## src/rtl/zx_pkg.sv

```systemverilog
package zx_pkg;

    localparam int unsigned ZX_PHASES_DEF   = 3;
    localparam int unsigned ZX_TMR_W_DEF    = 16;
    localparam int unsigned ZX_PRESCALE_DEF = 384;

    typedef enum logic {
        TMR_IDLE = 1'b0,
        TMR_RUN  = 1'b1
    } zx_tmr_state_e;

endpackage

```

## src/rtl/zx_cfg_watch.sv

```systemverilog
module zx_cfg_watch #(
    parameter int unsigned TMR_W = zx_pkg::ZX_TMR_W_DEF
) (
    input  logic             clk,
    input  logic             rst_n,
    input  logic [TMR_W-1:0] cfg_i,
    output logic             change_o
);

    typedef struct packed {
        logic [TMR_W-1:0] prev;
    } watch_t;

    watch_t st_d, st_q;

    always_comb begin
        st_d      = st_q;
        st_d.prev = cfg_i;
        change_o  = (cfg_i != st_q.prev);
    end

    always_ff @(posedge clk) begin
        if (!rst_n) begin
            st_q <= '0;
        end else begin
            st_q <= st_d;
        end
    end

endmodule

```

## src/rtl/zx_phase_timer.sv

```systemverilog
module zx_phase_timer #(
    parameter int unsigned TMR_W    = zx_pkg::ZX_TMR_W_DEF,
    parameter int unsigned PRESCALE = zx_pkg::ZX_PRESCALE_DEF
) (
    input  logic             clk,
    input  logic             rst_n,
    input  logic             reload_i,
    input  logic [TMR_W-1:0] load_val_i,
    output logic             expire_o
);
    import zx_pkg::*;

    localparam int unsigned PRE_W = (PRESCALE > 1) ? $clog2(PRESCALE) : 1;
    localparam logic [PRE_W-1:0] PRE_LAST = PRE_W'(PRESCALE - 1);
    localparam logic [TMR_W-1:0] CNT_ONE  = TMR_W'(1);

    typedef struct packed {
        zx_tmr_state_e    state;
        logic [PRE_W-1:0] pre;
        logic [TMR_W-1:0] cnt;
    } tmr_t;

    tmr_t st_d, st_q;

    always_comb begin
        st_d     = st_q;
        expire_o = 1'b0;
        if (reload_i) begin
            st_d.pre   = '0;
            st_d.cnt   = load_val_i;
            st_d.state = (load_val_i == '0) ? TMR_IDLE : TMR_RUN;
        end else if (st_q.state == TMR_RUN) begin
            if (st_q.pre == PRE_LAST) begin
                st_d.pre = '0;
                if (st_q.cnt == CNT_ONE) begin
                    expire_o = 1'b1;
                    st_d.cnt = load_val_i;
                end else begin
                    st_d.cnt = st_q.cnt - CNT_ONE;
                end
            end else begin
                st_d.pre = st_q.pre + PRE_W'(1);
            end
        end
    end

    always_ff @(posedge clk) begin
        if (!rst_n) begin
            st_q <= '{state: TMR_IDLE, pre: '0, cnt: '0};
        end else begin
            st_q <= st_d;
        end
    end

endmodule

```

## src/rtl/zx_status_regs.sv

```systemverilog
module zx_status_regs #(
    parameter int unsigned PHASES = zx_pkg::ZX_PHASES_DEF
) (
    input  logic              clk,
    input  logic              rst_n,
    input  logic [PHASES-1:0] expire_i,
    input  logic              rdclr_i,
    input  logic [PHASES-1:0] mask_i,
    output logic [PHASES-1:0] flags_o,
    output logic [PHASES-1:0] rd_data_o,
    output logic              irq_n_o
);

    typedef struct packed {
        logic [PHASES-1:0] flags;
        logic [PHASES-1:0] rd_data;
    } stat_t;

    stat_t st_d, st_q;

    always_comb begin
        st_d = st_q;
        if (rdclr_i) begin
            st_d.rd_data = st_q.flags;
            st_d.flags   = expire_i;
        end else begin
            st_d.flags   = st_q.flags | expire_i;
        end
    end

    always_ff @(posedge clk) begin
        if (!rst_n) begin
            st_q <= '0;
        end else begin
            st_q <= st_d;
        end
    end

    assign flags_o   = st_q.flags;
    assign rd_data_o = st_q.rd_data;
    assign irq_n_o   = ~|(st_q.flags & mask_i);

endmodule

```

## src/rtl/zx_timeout_monitor.sv

```systemverilog
module zx_timeout_monitor #(
    parameter int unsigned PHASES   = zx_pkg::ZX_PHASES_DEF,
    parameter int unsigned TMR_W    = zx_pkg::ZX_TMR_W_DEF,
    parameter int unsigned PRESCALE = zx_pkg::ZX_PRESCALE_DEF
) (
    input  logic              clk,
    input  logic              rst_n,
    input  logic [PHASES-1:0] zx_strobe_i,
    input  logic [TMR_W-1:0]  timeout_val_i,
    input  logic [PHASES-1:0] irq_mask_i,
    input  logic              rdclr_req_i,
    output logic [PHASES-1:0] status_o,
    output logic [PHASES-1:0] rdclr_data_o,
    output logic              irq_n_o
);

    logic              cfg_change;
    logic [PHASES-1:0] expire;

    zx_cfg_watch #(.TMR_W(TMR_W)) u_cfg (
        .clk      (clk),
        .rst_n    (rst_n),
        .cfg_i    (timeout_val_i),
        .change_o (cfg_change)
    );

    for (genvar ph = 0; ph < PHASES; ph++) begin : g_phase
        zx_phase_timer #(
            .TMR_W    (TMR_W),
            .PRESCALE (PRESCALE)
        ) u_tmr (
            .clk        (clk),
            .rst_n      (rst_n),
            .reload_i   (zx_strobe_i[ph] | cfg_change),
            .load_val_i (timeout_val_i),
            .expire_o   (expire[ph])
        );
    end

    zx_status_regs #(.PHASES(PHASES)) u_stat (
        .clk       (clk),
        .rst_n     (rst_n),
        .expire_i  (expire),
        .rdclr_i   (rdclr_req_i),
        .mask_i    (irq_mask_i),
        .flags_o   (status_o),
        .rd_data_o (rdclr_data_o),
        .irq_n_o   (irq_n_o)
    );

endmodule

```

## config.mk

```make
export PLATFORM = sky130hd
export DESIGN_NAME = zx_timeout_monitor
export DESIGN_NICKNAME = d
export VERILOG_FILES = /design/src/rtl/zx_pkg.sv /design/src/rtl/zx_cfg_watch.sv /design/src/rtl/zx_phase_timer.sv /design/src/rtl/zx_status_regs.sv /design/src/rtl/zx_timeout_monitor.sv
export SDC_FILE = /design/constraint.sdc
export NUM_CORES = 1
export LEC_CHECK = 0
export CAP_MARGIN = 10
export CORE_ASPECT_RATIO = 0.7
export CORE_MARGIN = 10
export CORE_UTILIZATION = 60
export CTS_CLUSTER_DIAMETER = 30
export CTS_CLUSTER_SIZE = 30
export DETAILED_ROUTE_END_ITERATION = 8
export PLACE_DENSITY = 0.79
export SETUP_SLACK_MARGIN = 0.2
export SLEW_MARGIN = 20
export SYNTH_ARGS = -nofsm -noshare
export SYNTH_HDL_FRONTEND = slang
export SYNTH_HIERARCHICAL = 1
export SYNTH_SLANG_ARGS = --single-unit
```

## constraint.sdc

```tcl
create_clock -name clk -period 2.7 [get_ports clk]
set_input_delay 0.54 -clock clk [delete_from_list [all_inputs] [get_ports clk]]
set_output_delay 0.54 -clock clk [all_outputs]
set_load 0.01 [all_outputs]
```

==> Yosys cells after proc, flatten, opt, wreduce, memory -nomap -nowiden <==
Cells that the tools add are included.
Widths: inputs -> output; s select.
{ "classes": {"n_reduce_logical": 15, "bitwise_logic": 6, "eq_ne": 7, "addsub": 6, "muxes": 29} }
{ "ops": {"columns": ["cell", "count"], "rows": [
  ["$mux 16", 12],
  ["$eq 16x1->1 const B", 3],
  ["$sub 16x1->16 const B", 3],
  ["$add 9x1->9 const B", 3],
  ["$eq 9x9->1 const B", 3],
  ["$mux 9", 3],
  ["$logic_not 16->1", 1],
  ["$ne 16x16->1", 1],
  ["$mux 1", 13],
  ["$reduce_bool 2->1", 6],
  ["$reduce_and 2->1", 3],
  ["$reduce_or 2->1", 3],
  ["$and 3x3->3", 1],
  ["$mux 3", 1],
  ["$or 1x1->1", 3],
  ["$or 3x3->3", 1],
  ["$reduce_or 3->1", 1],
  ["$logic_not 1->1", 1],
  ["$not 1->1", 1]
]} }
{ "word_totals": {"regBits": 100, "input_bits": 25} }

==> Logic depth before layout (Yosys ltp) <==
Gate-level depths: netlist (run 1).
{ "logic_depth": {"depth_word": 7, "ltp_mapped": 9, "ltp_nobuf": 9} }

==> Modules after synthesis <==
The synthesis (run 1) kept the hierarchy.
{ "modules_own_cells": {"columns": ["mod", "area_each_um2", "seq_area_each_um2", "n_inst", "cells_per_inst"], "rows": [
  ["zx_phase_timer at g_phase[0].u_tmr ...", 1571.5, 520.5, 2, 185],
  ["zx_phase_timer at g_phase[2].u_tmr", 1584.0, 520.5, 1, 196],
  ["zx_cfg_watch", 596.8, 320.3, 1, 54],
  ["zx_status_regs", 231.5, 120.1, 1, 20],
  ["zx_timeout_monitor", 18.8, 0.0, 1, 3]
]} }

==> Least setup slack after synthesis (run 1) <==
Ideal clock, no wire load.
{ "synth_path": {"kind": "input to register", "from": "in timeout_val_i[1]", "to": "reg g_phase[0].u_tmr/st_q[2] (netlist name)", "required_ns": 2.583, "path_buffers": 0, "arrival_time_ns": 2.311, "setup_ns": 0.117, "path_stages": 7, "slack_ns": 0.271, "cell_sequence": "xor2_1 -> nor4_1 -> nand4_1 -> or2_1 -> a41oi_4 -> mux2_2 -> a32o_1"} }
{ "synth_via": {"elab_chain_len": 4} }
{ "synth_lines": {"columns": ["item", "line_no", "rtl"], "rows": [
  ["start: declaration", "zx_timeout_monitor.sv:9", "input logic [TMR_W-1:0] timeout_val_i,"],
  ["$ne 16x16->1 (*)", "zx_cfg_watch.sv:19", "change_o = (cfg_i != st_q.prev);"],
  ["net cfg_change", "zx_timeout_monitor.sv:17", "logic cfg_change;"],
  ["$or 1x1->1 (*)", "zx_timeout_monitor.sv:34", ".reload_i (zx_strobe_i[ph] | cfg_change),"],
  ["$reduce_bool 2->1 (no line)", null, null],
  ["$reduce_and 2->1 (no line)", null, null],
  ["end signal: assignment", "zx_phase_timer.sv:49", "st_q <= '{state: TMR_IDLE, pre: '0, cnt: '0};"],
  ["end signal: assignment", "zx_phase_timer.sv:51", "st_q <= st_d;"],
  ["end: declaration", "zx_phase_timer.sv:23", "tmr_t st_d, st_q;"]
]} }
Mark *: on every way through the listed nets, which the timed path passes. The rest lies on a longest branch.
A chain may end at the register's enable or synchronous reset.

==> Worst setup path after layout (run 1) <==
{ "layout_path": {"from": "in timeout_val_i[14]", "to": "reg g_phase[0].u_tmr/st_q[8] (netlist name)"} }
The elaborated chain is that of the path after synthesis.

==> results of run 1 <==
## path summary, 6_finish.rpt
| check | end | slack [ns] | depth (start not counted) |
|---|---|---|---|
| max reg2reg | g_phase[0].u_tmr/st_q[8] | 0.21 | 9 |
| min | g_phase[2].u_tmr/st_q[24] | 0.47 | 2 |
| max | g_phase[0].u_tmr/st_q[8] | 0.21 | 10 |
| min reg2reg | g_phase[2].u_tmr/st_q[24] | 0.47 | 2 |
## metal layers
metal	routed length, µm	part of all wire	GRT usage
met1	7210	0.43	0.336
met2	7340	0.43	0.361
met5	0	0	0
met4	534	0.032	0.0965
met3	1850	0.11	0.0727
## cells in the mapped netlist, drive strengths merged (5+ instances only)
master   count  share of area
a211oi       9          0.014
or4         13          0.019
nor4        30          0.039
nor2b       13          0.015
o22ai       21          0.024
inv         24          0.016
nand3       28          0.026
xnor2        7          0.011
buf         14          0.019
and4         5         0.0083
a21oi       22          0.020
nand2       47          0.032
nor3        19          0.023
mux2i       30          0.054
clkbuf      10         0.0067
o21ai       21          0.019
xor2        30          0.047
dfxtp      100           0.36
ha           9          0.020
or3         11          0.012
a31oi        9          0.010
a2111oi      7          0.017
nor2        62          0.042
nand4       15          0.017
and2        20          0.023
and3         8         0.0090
## what timing repair did
item / 4_1_cts / 5_1_grt
hold endpoints to repair: 0 / 0
pin swaps: 7 / 13
gates resized for setup: 29 / 20
buffers inserted: 1 / 1
endpoints found under the setup margin: 59 / 46
## flip-flops by register name, indices dropped and copies added (netlist names)
| name | flops |
|---|---|
| u_cfg/st_q | 16 |
| g_phase.u_tmr/st_q | 78 |
| u_stat/flags_o | 3 |
| u_stat/rd_data_o | 3 |
## report_power, final
part | switching [mW] | total, mW | internal [mW]
sequential | 0.0674 | 1.60 | 1.53
combinational | 0.231 | 0.384 | 0.152
clock | 0.558 | 1.30 | 0.743
total | 0.857 | 3.28 | 2.42
## final cells by class
type | instances | area [µm²] | share of cell area
Clock buffer | 12 | 246 | 0.0365
Clock inverter | 4 | 48.8 | 0.00722
Inverter | 24 | 90.1 | 0.0133
Multi-Input combinational cell | 495 | 3420 | 0.506
Sequential cell | 100 | 2000 | 0.296
Tap cell | 124 | 155 | 0.0230
Timing Repair Buffer | 95 | 796 | 0.118
## worst max-delay path: stages
cell and delay, ns:
clkbuf_2 0.11, xor2_2 0.20, nor4_2 0.29, buf_4 0.15
nand4_1 0.15, or2_4 0.34, a41oi_4 0.31, buf_12 0.16
mux2i_2 0.08, a2111oi_2 0.40
## cell families (layout without fill, tap and decap cells)
group           count (synthesis)  count (layout)
xor+xnor                       37              37
buf+inv                        48             135
mux                            34              34
compound gates                125             125
simple gates                  290             290
fa+ha+maj                       9               9
flops                         100             100
==> flow_summary.json, run 1 <==
{
  "grt_max_degree": 27,
  "overflow": 0,
  "crit_required_ns": 2.94,
  "synth_mux_area_frac": 0.0620,
  "clkSinkCount": 100,
  "critPathCaptureType": "flip-flop",
  "worst-path-max-fanout": 6,
  "syn-cell-area_mm2": 0.00557,
  "final_cell_area_mm2": 0.00676,
  "place_area_mm2": 0.00638,
  "yosys_most_used_dff": "dfxtp_1",
  "die_x_um": 135,
  "dieArea_mm2": 0.0136,
  "yosysUniqueCellTypes": 69,
  "period_share": 0.923,
  "gp_congestion": 0.981,
  "crit_path_start": "timeout_val_i[14]",
  "grt_use_total": 0.248,
  "synth_edf_count": 0,
  "die_h_um": 101,
  "final_cells": 854,
  "synth-simple-area-share": 0.290,
  "core-area_mm2": 0.00907,
  "grt_pass1_vias": 5297,
  "arrival_ns": 2.73,
  "cts_hold_buf": 0,
  "drc": 0,
  "worstMarginPinSlew_ns": 0.721,
  "clk_latency_ns": 0.35,
  "start_util": 0.614,
  "fin_skew_ns": 0.00482,
  "hold_start": "g_phase[2].u_tmr/st_q[24]",
  "synth_compound_area_frac": 0.168,
  "first_iter_violations": 860,
  "slew_headroom": 0.515,
  "setup_ws_ns": 0.207,
  "synthesis.instances": 643,
  "routedWlPerCell_um": 19.8,
  "area_delta_synth_final_pct": 21.3,
  "drive_gt1_frac": 0.175,
  "fin_nets": 759,
  "status": "finished clean",
  "async_flop_share": 0,
  "dp_worst_setup_slack_ns": -0.479,
  "slew_violations": 0,
  "power.leakage_nw": 2.52,
  "num_rows": 29,
  "diodes": 0,
  "avgViaCountPerCell": 6.60,
  "utilization": 0.745,
  "yosys_register_bits": 100,
  "hold_viol": 0,
  "syn_area_per_cell_um2": 8.67,
  "total_power_mw": 3.28,
  "rsz0062_at_grt": "true",
  "clkTransAtPathRegs_ns": 0.06,
  "fin_crit_ns": 2.49,
  "cts_tree": "done",
  "layout_common_cells": "dfxtp_1 (100), nor2_1 (62), buf_4 (60)",
  "synth_fa_ha_area_frac": 0.0202,
  "root_buffer": "clkbuf_16",
  "setup_tns_ns": 0,
  "peakVddDrop_mv": 0.328,
  "seq_area_frac_synth": 0.359,
  "powerDensity_mw_per_mm2": 485,
  "maxCapViolCount": 0,
  "fillCellCount": 675,
  "synth-xor-area-share": 0.0581,
  "grt_pass1_wl_mm": 27.3,
  "drtPass1Iterations": 6,
  "worstHoldPathType": "flip-flop to flip-flop",
  "drt-total-wl_mm": 16.9,
  "cts.path.max_buffers": 2,
  "cp-start-kind": "input pin",
  "synth_top_family_by_area": "simple AND/OR/NAND/NOR gates",
  "place_hpwl_mm": 12.1,
  "yosysWarningCount": 6,
  "fmax_ghz": 0.401,
  "place.port_buffers": 31,
  "setup_viol": 0,
  "layout.cells.most_common": "dfxtp_1",
  "antenna_found_initial": 0,
  "syn_nets": 677,
  "whs_ns": 0.475,
  "path_class": "input pin to flip-flop",
  "drtAntennaViolNets": 0,
  "rr_startpoint": "u_cfg/st_q[14]",
  "dp_cells": 836,
  "top_level_ports": 32,
  "num_vias": 5640,
  "numCtsBuffers": 9,
  "htreeDepth": 3
}
Power figures use the tool's default switching activity.
==> inputs of run 2 (changes only) <==
--- a/config.mk
+++ b/config.mk
@@ -9,6 +9,7 @@
 export CORE_ASPECT_RATIO = 0.7
 export CORE_MARGIN = 10
 export CORE_UTILIZATION = 60
+export CTS_BUF_LIST = sky130_fd_sc_hd__clkbuf_16
 export CTS_CLUSTER_DIAMETER = 30
 export CTS_CLUSTER_SIZE = 30
 export DETAILED_ROUTE_END_ITERATION = 8
==> flow_summary.json, run 2 (synthesis gave the netlist of run 1 again) <==
{
  "peakVddDrop_mv": 0.328,
  "setup_viol": 0,
  "avgViaCountPerCell": 6.56,
  "hold_start": "g_phase[2].u_tmr/st_q[24]",
  "critPathCaptureType": "flip-flop",
  "period_share": 0.937,
  "numCtsBuffers": 9,
  "power.leakage_nw": 2.53,
  "rr_startpoint": "u_cfg/st_q[14]",
  "arrival_ns": 2.76,
  "cpLargestDelayFamily": "simple AND/OR/NAND/NOR gates",
  "dr_wl_met2_mm": 7.44,
  "clkTransAtPathRegs_ns": 0.06,
  "num_rows": 29,
  "layout.cells.most_common": "dfxtp_1",
  "grt_use_total": 0.247,
  "drc": 0,
  "area_delta_synth_final_pct": 21.2,
  "core-area_mm2": 0.00907,
  "fin_skew_ns": 0.00719,
  "htreeDepth": 3,
  "r2r_setup_slack_ns": 0.18,
  "crit_path_start": "timeout_val_i[14]",
  "cts.path.max_buffers": 2,
  "worstMarginPinSlew_ns": 0.687,
  "r2r-end": "g_phase[0].u_tmr/st_q[8]",
  "top_layer_used": "met4",
  "slowest_stage": "a2111oi_2",
  "rsz0062_at_grt": "true",
  "first_iter_violations": 817,
  "place_area_mm2": 0.00638,
  "drtAntennaViolNets": 0,
  "status": "finished clean",
  "die_x_um": 135,
  "fin_nets": 760,
  "final_cells": 855,
  "powerDensity_mw_per_mm2": 480,
  "slew_violations": 0,
  "whs_ns": 0.475,
  "largest_register_ffs": 78,
  "min_path_cells": 2,
  "grt_pass1_wl_mm": 27.2,
  "final_cell_area_mm2": 0.00676,
  "top_level_ports": 32,
  "num_vias": 5606,
  "diodes": 0,
  "antenna_found_initial": 0,
  "root_buffer": "clkbuf_16",
  "reg.largest.list": "g_phase.u_tmr/st_q x78, u_cfg/st_q x16",
  "wl_met1_mm": 7.18,
  "fillCellCount": 677,
  "dieArea_mm2": 0.0136,
  "crit_buf_inv": 3,
  "wl_met3_mm": 1.87,
  "clkSinkCount": 100,
  "drive_gt1_frac": 0.175,
  "drtPass1Iterations": 6,
  "crit_chain": "clkbuf_2 > xor2_2 > nor4_2 > buf_4 > nand4_1 > or2_4 > a41oi_4 > buf_12 > mux2i_2 > a2111oi_2",
  "cp-start-kind": "input pin",
  "crit_required_ns": 2.93,
  "start_util": 0.614,
  "dp_cells": 836,
  "path_class": "input pin to flip-flop",
  "cts_tree": "done",
  "reg2reg_depth": 9,
  "maxCapViolCount": 0,
  "drt-total-wl_mm": 16.9,
  "cts_hold_buf": 0,
  "place.port_buffers": 31,
  "cp.depth": 10,
  "cpPeakStageDelay_ns": 0.41,
  "fin_crit_ns": 2.53,
  "largest_register": "g_phase.u_tmr/st_q",
  "worst-path-max-fanout": 6,
  "place_hpwl_mm": 12.1,
  "clk_latency_ns": 0.35,
  "layout_common_cells": "dfxtp_1 (100), nor2_1 (62), buf_4 (61)",
  "seq_area_mm2": 0.00200,
  "grt_pass1_vias": 5318,
  "gp_congestion": 0.981,
  "slew_headroom": 0.538,
  "grt_max_degree": 27,
  "routedWlPerCell_um": 19.8,
  "worstHoldPathType": "flip-flop to flip-flop",
  "hold_viol": 0,
  "die_h_um": 101,
  "hold_path_end": "g_phase[2].u_tmr/st_q[24]",
  "fmax_ghz": 0.395,
  "overflow": 0,
  "multi_input_area_mm2": 0.00342
}
==> run 2: cell count changes in the layout (fill, tap and decap cells not counted) <==
| cell | change |
|---|---|
| buf_4 | +1 |
| clkbuf_1 | -2 |
| clkbuf_8 | -1 |
| clkinv_1 | +1 |
| inv_1 | +2 |
==> run 2: repair_timing <==
action                                  in CTS  in global routing
setup buffers                                1                  2
pin swaps                                    7                 13
cloned                                       0                  0
endpoints found under the setup margin      59                 46
resized for setup                           29                 20
==> run 2: worst min-delay path, cell delays in order, from the launching register on <==
cell     delay, ns
dfxtp_1       0.32
nand2_1       0.05
a21oi_1       0.05
==> run 2: where the power goes <==
group / internal (mW) / leakage [nW] / switching (mW) / total, mW
registers: 1.53 / 0.824 / 0.0676 / 1.60
logic: 0.152 / 1.56 / 0.231 / 0.384
clock network: 0.707 / 0.149 / 0.555 / 1.26
==> run 2: layout make-up <==
cell class	count	area share
inverter	24	0.0133
timing repair buffer	96	0.119
tap	124	0.0230
clock buffer	9	0.0333
multi-input combinational	495	0.506
clock inverter	7	0.00889
sequential	100	0.296
==> run 2: stage by stage <==
step	TNS [ns]	util	power [mW]	worst slack, ns
floorplan	0	-	1.82	0.271
global route	0	0.745	3.35	0.110
finish	0	0.745	3.24	0.171
detailed placement	-20.30	0.703	1.99	-0.479
global placement	-15.89	0.703	1.98	-0.372
CTS	0	0.739	3.23	0.205
==> run 2: how the worst max path moves through the flow <==
stage,end,slack [ns]
floorplan,g_phase[0].u_tmr/st_q[2],0.27
global route,g_phase[0].u_tmr/st_q[8],0.11
detailed placement,g_phase[0].u_tmr/st_q[8],-0.48
finish,g_phase[0].u_tmr/st_q[8],0.17
global placement,g_phase[0].u_tmr/st_q[2],-0.37
CTS,g_phase[0].u_tmr/st_q[8],0.20
==> run 2: per-layer routing <==
layer	global-route usage	vias up
met2	0.360	359
met5	0	-
met1	0.332	2643
li1	-	2559
met4	0.0974	0
met3	0.0757	45
==> inputs of run 3 (changes only) <==
--- a/config.mk
+++ b/config.mk
@@ -8,12 +8,13 @@
 export CAP_MARGIN = 10
 export CORE_ASPECT_RATIO = 0.7
 export CORE_MARGIN = 10
-export CORE_UTILIZATION = 60
+export CORE_UTILIZATION = 54
 export CTS_BUF_LIST = sky130_fd_sc_hd__clkbuf_16
 export CTS_CLUSTER_DIAMETER = 30
 export CTS_CLUSTER_SIZE = 30
 export DETAILED_ROUTE_END_ITERATION = 8
-export PLACE_DENSITY = 0.79
+export PLACE_DENSITY = 0.72
+export RECOVER_POWER = 50
 export SETUP_SLACK_MARGIN = 0.2
 export SLEW_MARGIN = 20
 export SYNTH_ARGS = -nofsm -noshare
==> flow_summary.json, run 3 (synthesis gave the netlist of run 1 again) <==
{
  "status": "complete, but fails checks",
  "violations": "capacitance limit, slew limit",
  "reg.largest.list": "g_phase.u_tmr/st_q x78, u_cfg/st_q x16",
  "crit_chain": "xor2_2 > nor4_4 > nand4_1 > or2_4 > buf_4 > inv_1 > nand2_1 > buf_12 > a2111oi_2",
  "cts_tree": "done",
  "maxCapViolCount": 1,
  "avgViaCountPerCell": 6.27,
  "slowest_stage": "a2111oi_2",
  "drtPass1Iterations": 6,
  "drtAntennaViolNets": 0,
  "cp-start-kind": "flip-flop",
  "num_vias": 5446,
  "core-area_mm2": 0.00987,
  "grt_max_degree": 31,
  "layout.cells.most_common": "dfxtp_1",
  "root_buffer": "clkbuf_16",
  "area_delta_synth_final_pct": 22.6,
  "worstMarginPinSlew_ns": 1.55,
  "start_util": 0.565,
  "fmax_ghz": 0.409,
  "gp_congestion": 0.960,
  "clk_latency_ns": 0.36,
  "worstHoldPathType": "flip-flop to flip-flop",
  "power.leakage_nw": 2.57,
  "grt_use_total": 0.219,
  "clkSinkCount": 100,
  "drc": 0,
  "slew_violations": 31,
  "htreeDepth": 3,
  "slew_headroom": -0.0325,
  "clkTransAtPathRegs_ns": 0.08,
  "num_rows": 30,
  "numCtsBuffers": 9,
  "fillCellCount": 779,
  "rsz0062_at_grt": "true",
  "drt-total-wl_mm": 16.7,
  "period_share": 0.905,
  "r2r_setup_slack_ns": 0.26,
  "r2r-end": "g_phase[1].u_tmr/st_q[8]",
  "path_class": "flip-flop to flip-flop",
  "largest_register_ffs": 78,
  "rr_startpoint": "u_cfg/st_q[2]",
  "arrival_ns": 2.69,
  "cpLargestDelayFamily": "simple AND/OR/NAND/NOR gates",
  "fin_skew_ns": 0.00704,
  "first_iter_violations": 584,
  "fin_nets": 770,
  "place.port_buffers": 31,
  "reg2reg_depth": 9,
  "die_h_um": 105,
  "powerDensity_mw_per_mm2": 481,
  "hold_start": "g_phase[2].u_tmr/st_q[24]",
  "crit_required_ns": 2.95,
  "diodes": 0,
  "drive_gt1_frac": 0.188,
  "top_level_ports": 32,
  "hold_path_end": "g_phase[2].u_tmr/st_q[24]",
  "worst-path-max-fanout": 11,
  "peakVddDrop_mv": 0.339,
  "cts_hold_buf": 0,
  "dieArea_mm2": 0.0149,
  "cts.path.max_buffers": 2,
  "die_x_um": 141,
  "total_power_mw": 3.29,
  "place_hpwl_mm": 12.0,
  "hold_viol": 0,
  "fin_crit_ns": 2.44,
  "layout_common_cells": "dfxtp_1 (100), nor2_1 (62), buf_4 (58)",
  "utilization": 0.693,
  "overflow": 0,
  "largest_register": "g_phase.u_tmr/st_q",
  "critPathCaptureType": "flip-flop",
  "setup_viol": 0,
  "grt_pass1_wl_mm": 27.1,
  "antenna_found_initial": 0,
  "min_path_cells": 2,
  "grt_pass1_vias": 5238,
  "cpPeakStageDelay_ns": 0.37,
  "routedWlPerCell_um": 19.2,
  "crit_buf_inv": 3
}
run 3: cell types whose count changed in the layout (fill, tap and decap cells not counted), sizes merged:
| cell | change |
|---|---|
| clkbuf | +21 |
| clkdlybuf4s50 | -6 |
| dlygate4sd3 | +6 |
| buf | -4 |
| dlygate4sd2 | -4 |
| clkdlybuf4s15 | -3 |
| bufinv | -1 |
| inv | +1 |
run 3: area by class of cell:
cell class / count / area [µm²] / share of cell area
clock inverter: 7 / 83.8 / 0.0123
multi-input combinational: 495 / 3450 / 0.504
tap: 128 / 160 / 0.0234
sequential: 100 / 2000 / 0.293
inverter: 24 / 90.1 / 0.0132
clock buffer: 9 / 225 / 0.0329
timing repair buffer: 106 / 828 / 0.121
run 3: how the worst max path moves through the flow:
stage	from	endpoint	slack (ns)	cells after the start
floorplan	timeout_val_i[1]	g_phase[0].u_tmr/st_q[2]	0.27	7
global placement	timeout_val_i[7]	g_phase[0].u_tmr/st_q[8]	-0.65	9
detailed placement	timeout_val_i[2]	g_phase[0].u_tmr/st_q[8]	-0.77	9
CTS	timeout_val_i[9]	g_phase[2].u_tmr/st_q[3]	0.21	10
global route	u_cfg/st_q[14]	g_phase[1].u_tmr/st_q[8]	0.07	10
finish	u_cfg/st_q[2]	g_phase[1].u_tmr/st_q[8]	0.26	9
run 3: power breakdown:
group          switching [mW]  internal, mW
Sequential             0.0670          1.53
Clock                   0.654         0.661
Combinational           0.226         0.154
Total                   0.947          2.34
run 3: timing repair:
item                                    CTS  global route
setup buffers                             3             0
endpoints found under the setup margin   81            56
cloned                                    0             0
hold endpoints to repair                  0             0
pin swaps                                12            10
gates resized for setup                  30            36
run 3: worst reg2reg max path: stages (launching register included):
cell and delay (ns):
dfxtp_1 0.33, xor2_2 0.18, nor4_4 0.36, nand4_1 0.21
or2_4 0.30, buf_4 0.16, inv_1 0.11, nand2_1 0.12
buf_12 0.17, a2111oi_2 0.37
run 3: through the flow:
step	setup TNS [ns]	cells	area (µm²)	worst slack, ns	hold WS [ns]
6_report	0	869	6840	0.257	0.479
4_1_cts	0	869	6830	0.209	0.482
3_3_place_gp	-38.65	850	6470	-0.647	0.444
2_1_floorplan	0	643	5570	0.271	0.440
3_5_place_dp	-45.32	850	6470	-0.772	0.469
5_1_grt	0	869	6840	0.0692	0.496
run 3: layer usage:
layer / global-route usage / routed length [µm] / vias to the layer above
li1: - / - / 2585
met5: 0 / 0 / -
met2: 0.335 / 7460 / 241
met3: 0.0611 / 1420 / 34
met1: 0.296 / 7510 / 2586
met4: 0.0597 / 294 / 0
